**config.mk**
```make
export PLATFORM = sky130hd
export DESIGN_NAME = gate_interlock
export DESIGN_NICKNAME = d
export VERILOG_FILES = /design/src/rtl/gate_pkg.sv /design/src/rtl/gate_sync.sv /design/src/rtl/gate_ctrl.sv /design/src/rtl/gate_datapath.sv /design/src/rtl/gate_interlock.sv
export SDC_FILE = /design/constraint.sdc
export NUM_CORES = 1
export LEC_CHECK = 0
export BUFFER_PORTS_ARGS = -buffer_cell sky130_fd_sc_hd__buf_2
export CORE_AREA = 2 2 39 41
export DETAILED_ROUTE_END_ITERATION = 8
export DIE_AREA = 0 0 41 43
export PLACE_DENSITY = 0.75
export SLEW_MARGIN = 0
export SYNTH_ARGS = -nofsm -noshare
export SYNTH_HDL_FRONTEND = slang
export SYNTH_SLANG_ARGS = --single-unit
```
**constraint.sdc**
```tcl
create_clock -name clk -period 1.4 [get_ports clk]
set_input_delay 0.07 -clock clk [delete_from_list [all_inputs] [get_ports clk]]
set_output_delay 0.07 -clock clk [all_outputs]
set_load 0.03 [all_outputs]
```
**src/rtl/gate_pkg.sv**
```systemverilog
package gate_pkg;

  // Synchronized and decided strobes passed from control to datapath
  typedef struct packed {
    logic hiLevel;     // registered, stretched high-side request
    logic loLevel;     // interlocked low-side request (undelayed)
    logic shutOk;      // synchronized shutdown input, 1 = run
    logic hiSupplyOk;  // synchronized high-side supply flag
    logic loSupplyOk;  // synchronized low-side supply flag
  } gateStrobe_t;

  localparam int SYNC_BITS = 5;

endpackage

```
**src/rtl/gate_sync.sv**
```systemverilog
module gate_sync #(
  parameter int WIDTH = 1
) (
  input  logic             clk,
  input  logic             rstN,
  input  logic [WIDTH-1:0] asyncIn,
  output logic [WIDTH-1:0] syncOut
);

  logic [WIDTH-1:0] stageA;
  logic [WIDTH-1:0] stageB;

  always_ff @(posedge clk or negedge rstN) begin
    if (!rstN) begin
      stageA <= '0;
      stageB <= '0;
    end else begin
      stageA <= asyncIn;
      stageB <= stageA;
    end
  end

  assign syncOut = stageB;

endmodule

```
**src/rtl/gate_ctrl.sv**
```systemverilog
module gate_ctrl
  import gate_pkg::*;
#(
  parameter int MIN_PULSE = 5
) (
  input  logic        clk,
  input  logic        rstN,
  input  logic        cmdHi,
  input  logic        cmdLo,
  input  logic        shutN,
  input  logic        supplyOkHi,
  input  logic        supplyOkLo,
  output gateStrobe_t strobe
);

  localparam int CNT_W = (MIN_PULSE > 1) ? $clog2(MIN_PULSE + 1) : 1;
  localparam logic [CNT_W-1:0] CNT_LOAD = CNT_W'(MIN_PULSE - 1);
  localparam logic [CNT_W-1:0] AGE_MAX  = CNT_W'(MIN_PULSE);

  logic [SYNC_BITS-1:0] syncBus;
  logic                 hiSync, loSync;
  logic                 hiReq, loReq;
  logic                 hiLvl, hiLvlNext;
  logic [CNT_W-1:0]     holdCnt, holdCntNext;
  logic [CNT_W-1:0]     runAge;

  gate_sync #(.WIDTH(SYNC_BITS)) uSync (
    .clk     (clk),
    .rstN    (rstN),
    .asyncIn ({supplyOkLo, supplyOkHi, shutN, cmdLo, cmdHi}),
    .syncOut (syncBus)
  );

  assign hiSync = syncBus[0];
  assign loSync = syncBus[1];

  // Interlock: a request survives only when the other one is absent
  assign hiReq = hiSync & ~loSync;
  assign loReq = loSync & ~hiSync;

  // High-side stretcher: every level is held for MIN_PULSE cycles,
  // except that a lone low-side request aborts a high stretch.
  always_comb begin
    hiLvlNext   = hiLvl;
    holdCntNext = holdCnt;
    if (holdCnt != '0) begin
      if (hiLvl && loReq) begin
        hiLvlNext   = 1'b0;
        holdCntNext = CNT_LOAD;
      end else begin
        holdCntNext = holdCnt - 1'b1;
      end
    end else if (hiReq != hiLvl) begin
      hiLvlNext   = hiReq;
      holdCntNext = CNT_LOAD;
    end
  end

  always_ff @(posedge clk or negedge rstN) begin
    if (!rstN) begin
      hiLvl   <= 1'b0;
      holdCnt <= '0;
    end else begin
      hiLvl   <= hiLvlNext;
      holdCnt <= holdCntNext;
    end
  end

  // Age of the current high-side level, used only by the check below
  always_ff @(posedge clk or negedge rstN) begin
    if (!rstN) begin
      runAge <= AGE_MAX;
    end else if (hiLvlNext != hiLvl) begin
      runAge <= CNT_W'(1);
    end else if (runAge < AGE_MAX) begin
      runAge <= runAge + 1'b1;
    end
  end

  always_comb begin
    strobe.hiLevel    = hiLvl;
    strobe.loLevel    = loReq;
    strobe.shutOk     = syncBus[2];
    strobe.hiSupplyOk = syncBus[3];
    strobe.loSupplyOk = syncBus[4];
  end

  AST_HI_MIN_LEVEL: assert property (@(posedge clk) disable iff (!rstN)
    (hiLvl != $past(hiLvl)) && !$past(loReq) |-> $past(runAge) >= AGE_MAX)
    else $error("high-side level shorter than minimum");

  AST_ABORT_DROPS: assert property (@(posedge clk) disable iff (!rstN)
    loReq |=> !hiLvl)
    else $error("high stretch survived a lone low request");

endmodule

```
**src/rtl/gate_datapath.sv**
```systemverilog
module gate_datapath
  import gate_pkg::*;
#(
  parameter int HI_LAT = 2
) (
  input  logic        clk,
  input  logic        rstN,
  input  gateStrobe_t strobe,
  output logic        driveHi,
  output logic        driveLo
);

  localparam int LO_DEPTH = HI_LAT + 1;

  logic hiTail;
  logic loTail;
  logic [LO_DEPTH-1:0] loPipe;

  // Isolated channel model on the high side
  generate
    if (HI_LAT == 0) begin : gHiDirect
      assign hiTail = strobe.hiLevel;
    end else begin : gHiPipe
      logic [HI_LAT-1:0] hiPipe;
      always_ff @(posedge clk or negedge rstN) begin
        if (!rstN) hiPipe <= '0;
        else       hiPipe <= (hiPipe << 1) | HI_LAT'(strobe.hiLevel);
      end
      assign hiTail = hiPipe[HI_LAT-1];
    end
  endgenerate

  // Matching delay on the low side: covers the stretch register too
  always_ff @(posedge clk or negedge rstN) begin
    if (!rstN) loPipe <= '0;
    else       loPipe <= (loPipe << 1) | LO_DEPTH'(strobe.loLevel);
  end
  assign loTail = loPipe[LO_DEPTH-1];

  // Overrides act after all delay stages
  assign driveHi = hiTail & strobe.shutOk & strobe.hiSupplyOk;
  assign driveLo = loTail & strobe.shutOk & strobe.loSupplyOk;

  AST_NO_CROSS: assert property (@(posedge clk) disable iff (!rstN)
    !(driveHi && driveLo))
    else $error("both drive enables active");

endmodule

```
**src/rtl/gate_interlock.sv**
```systemverilog
module gate_interlock
  import gate_pkg::*;
#(
  parameter int MIN_PULSE = 5,
  parameter int HI_LAT    = 2
) (
  input  logic clk,
  input  logic rstN,
  input  logic cmdHi,
  input  logic cmdLo,
  input  logic shutN,
  input  logic supplyOkHi,
  input  logic supplyOkLo,
  output logic driveHi,
  output logic driveLo
);

  gateStrobe_t strobe;

  gate_ctrl #(.MIN_PULSE(MIN_PULSE)) uCtrl (
    .clk        (clk),
    .rstN       (rstN),
    .cmdHi      (cmdHi),
    .cmdLo      (cmdLo),
    .shutN      (shutN),
    .supplyOkHi (supplyOkHi),
    .supplyOkLo (supplyOkLo),
    .strobe     (strobe)
  );

  gate_datapath #(.HI_LAT(HI_LAT)) uPath (
    .clk     (clk),
    .rstN    (rstN),
    .strobe  (strobe),
    .driveHi (driveHi),
    .driveLo (driveLo)
  );

  AST_SHUT_CLEARS: assert property (@(posedge clk) disable iff (!rstN)
    !$past(shutN, 2) |-> !driveHi && !driveLo)
    else $error("output active during shutdown");

  AST_SUPPLY_HI: assert property (@(posedge clk) disable iff (!rstN)
    !$past(supplyOkHi, 2) |-> !driveHi)
    else $error("high side active without supply");

  AST_SUPPLY_LO: assert property (@(posedge clk) disable iff (!rstN)
    !$past(supplyOkLo, 2) |-> !driveLo)
    else $error("low side active without supply");

endmodule

```
==> flow_metrics.tcl <==
set metrics [dict create \
    cts-root-buf "clkbuf_4" \
    internal_power_mw 0.9608 \
    rsz0062_at_grt "no" \
    ys.flop_type "dfrtp_1" \
    num_rows 14 \
    yosysMostFrequentCell "dfrtp_1" \
    gp_congestion 0.7674 \
    power_mw 1.383 \
    p_leak_nw 0.4059 \
    grtUsageMet2_pct 20.94 \
    grt_max_degree 20 \
    dieArea_um2 1763 \
    cts_max_path_buffers 2 \
    drt_pre_antenna_iters 4 \
    drt-initial-drc-count 10 \
    netlist_top_cells_count "dfrtp_1 (19), and3_1 (3), inv_1 (3)" \
    postCtsSetupBuffers 0 \
    tightest_slew_ns 0.3980 \
    yosysUniqueCellTypes 19 \
    swShare_pct 30.54 \
    n_antenna_cell 0 \
    syn_area_um2 663.1 \
    hold_path_class "primary input to async pin" \
    yosys.area.top_type "dfrtp_1" \
    wl_per_cell_um 11.15 \
    synth_top_area_share_pct 71.70 \
    grt_pass1_wl_mm 1.504 \
    async_reset_ff_share_pct 100.0 \
    final.setup.tns_ns 0 \
    drt_wl_total_um 914 \
    core_area_um2 1384 \
    synthTopCellsByArea "dfrtp_1 (72%), ha_1 (3.8%), and3_1 (2.8%)" \
    cts-buffers-inserted 3 \
    area_growth_pct 25.28 \
    syn_avg_cell_area_um2 14.11 \
    drtAntennaViolNets 0 \
    drv_slew 0 \
    fill_cells 111 \
    chipWidth_um 41 \
    cts.sink_count 19 \
    yosysWarnings 0 \
    grt_busiest_layer "met2" \
    startpoint_type "register" \
    critPathMaxFanout 4 \
    portBuffers 8 \
    critPathRequiredTime_ns 1.57 \
    drive_gt1_share_pct 27.27 \
    syn_nets 56 \
    track_usage_pct 13.78 \
    initial_core_util_pct 47.92 \
    p_switching_mw 0.4225 \
    netlist_instances 47 \
    synth_edf_count 0 \
    path_clk_slew_ns 0.11 \
    sequentialPowerShare_pct 50.9 \
    finalNonFillerCells 82 \
    antenna_found_initial 0 \
    via_count 418 \
    cp-end-kind "register" \
    finalCritPeriodShare_pct 93.98 \
    fin_crit_ns 1.316 \
    grt_pass1_vias 374 \
    dp_hpwl_um 637.6 \
    htree_levels 1 \
    layout.nets 76 \
    powerDensity_nw_per_um2 1665 \
    max_slew_margin_pct 73.47 \
    post-route-drc-count 0 \
    hold_viol 0 \
    clkPwrFrac_pct 19.8 \
    max_cap_viol_count 0 \
    fmax_mhz 760.1 \
    cp.arrival_ns 1.49 \
    io_pins 9 \
    met3_usage_pct 3.141 \
    fin_ws_ns 0.08431 \
    clk_latency_ns 0.29 \
    setup_viol 0 \
    ys_ff_latch 19 \
    overflow 0 \
    vias_per_cell 5.098 \
    cts_tree "yes" \
    ir_drop_v 0.0009031 \
    placedCellCount 72 \
    comb_power_share_pct 29.3 \
    die_h_um 43 \
    setup.worst_path.class "register to register" \
    post-place-ws_ns -0.02650 \
    status "completed" \
    globalRouteMet1Util_pct 16.07 \
    fin_skew_ns 0.003744 \
    seq_area_frac_synth_pct 71.70 \
]
[cell usage in the layout, fill, tap and decap left out, drive strengths merged, types with 2 or more instances in the layout]
master	netlist	routed
a21oi	2	2
and3	3	3
buf	0	9
clkbuf	0	3
dfrtp	19	19
dlygate4sd3	0	6
ha	2	2
inv	3	3
nand2	2	2
nand3	2	2
nor2b	2	2
o21ai	2	2
[critical path, cell delays in order (launching register included)]
cell and delay [ns]:
dfrtp_1 0.37, inv_1 0.08, ha_2 0.20, and4bb_2 0.23, o31ai_2 0.20, o21ai_1 0.12
[path summary, 6_finish.rpt]
kind	startpoint	end	slack, ns	depth (start not counted)
worst max-delay path	uCtrl.holdCnt[0]$_DFFE_PN0P_	uCtrl.holdCnt[2]$_DFFE_PN0P_	0.08	5
worst min-delay path	rstN	uCtrl.uSync.syncOut[3]$_DFF_PN0_	0.22	2
worst max register to register	uCtrl.holdCnt[0]$_DFFE_PN0P_	uCtrl.holdCnt[2]$_DFFE_PN0P_	0.08	5
worst min register to register	uCtrl.uSync.stageA[3]$_DFF_PN0_	uCtrl.uSync.syncOut[3]$_DFF_PN0_	0.36	0
max in group asynchronous	rstN	uCtrl.holdCnt[2]$_DFFE_PN0P_	0.90	2
min in group clk	uCtrl.uSync.stageA[3]$_DFF_PN0_	uCtrl.uSync.syncOut[3]$_DFF_PN0_	0.36	0
[power groups by stage]
stage          clock [mW]  sequential, mW  combinational [mW]
2_1_floorplan           0           0.701               0.263
3_3_place_gp            0           0.701               0.355
3_5_place_dp            0           0.711               0.365
4_1_cts             0.285           0.701               0.399
5_1_grt             0.311           0.716               0.459
6_report            0.274           0.704               0.405
[sequential cells by signal, summed over array words and instances (netlist names)]
register and count:
uPath.gHiPipe.hiPipe 2, uCtrl.hiLvl 1, uCtrl.uSync.stageA 5, uCtrl.uSync.syncOut 5, uPath.loPipe 3, uCtrl.holdCnt 3
[cells by family after synthesis]
logic type,count (synthesis),share of synthesized area (%)
buffers and inverters,3,1.698
adder cells (fa/ha/maj),2,3.773
flip-flops,19,71.70
multiplexers,1,1.509
AND/OR/NAND/NOR,15,14.53
AO/OA/AOI/OAI,7,6.793
[per-layer routing]
metal / vias up / wire [um]
met5: - / 0
met4: 0 / 27
met3: 4 / 28
met2: 10 / 444
met1: 207 / 412
li1: 197 / -
[stage by stage]
| step | utilization (%) | instance area (um^2) | hold WS (ns) |
|---|---|---|---|
| after detailed placement | 52.80 | 730.7 | 0.01934 |
| after global placement | 52.80 | 730.7 | 0.01194 |
| final | 60.04 | 830.8 | 0.2172 |
| after CTS | 59.67 | 825.8 | 0.2314 |
| after global routing | 60.04 | 830.8 | 0.2585 |
| after floorplan | - | 663.1 | -0.2256 |
[final cells by class]
type	instances	area, um^2	area share [%]
Sequential cell	19	475.5	57.23
Tap cell	16	20.02	2.410
Clock inverter	1	7.507	0.9036
Multi-Input combinational cell	25	186.4	22.44
Timing Repair Buffer	15	107.6	12.95
Clock buffer	3	22.52	2.711
Inverter	3	11.26	1.355
[what timing repair did]
action,CTS,global route
hold buffers,6,0
pin swaps,0,1
resized for setup,2,2
setup endpoints to repair,1,2
hold endpoints to repair,24,0
(Power assumes the default switching activity.)
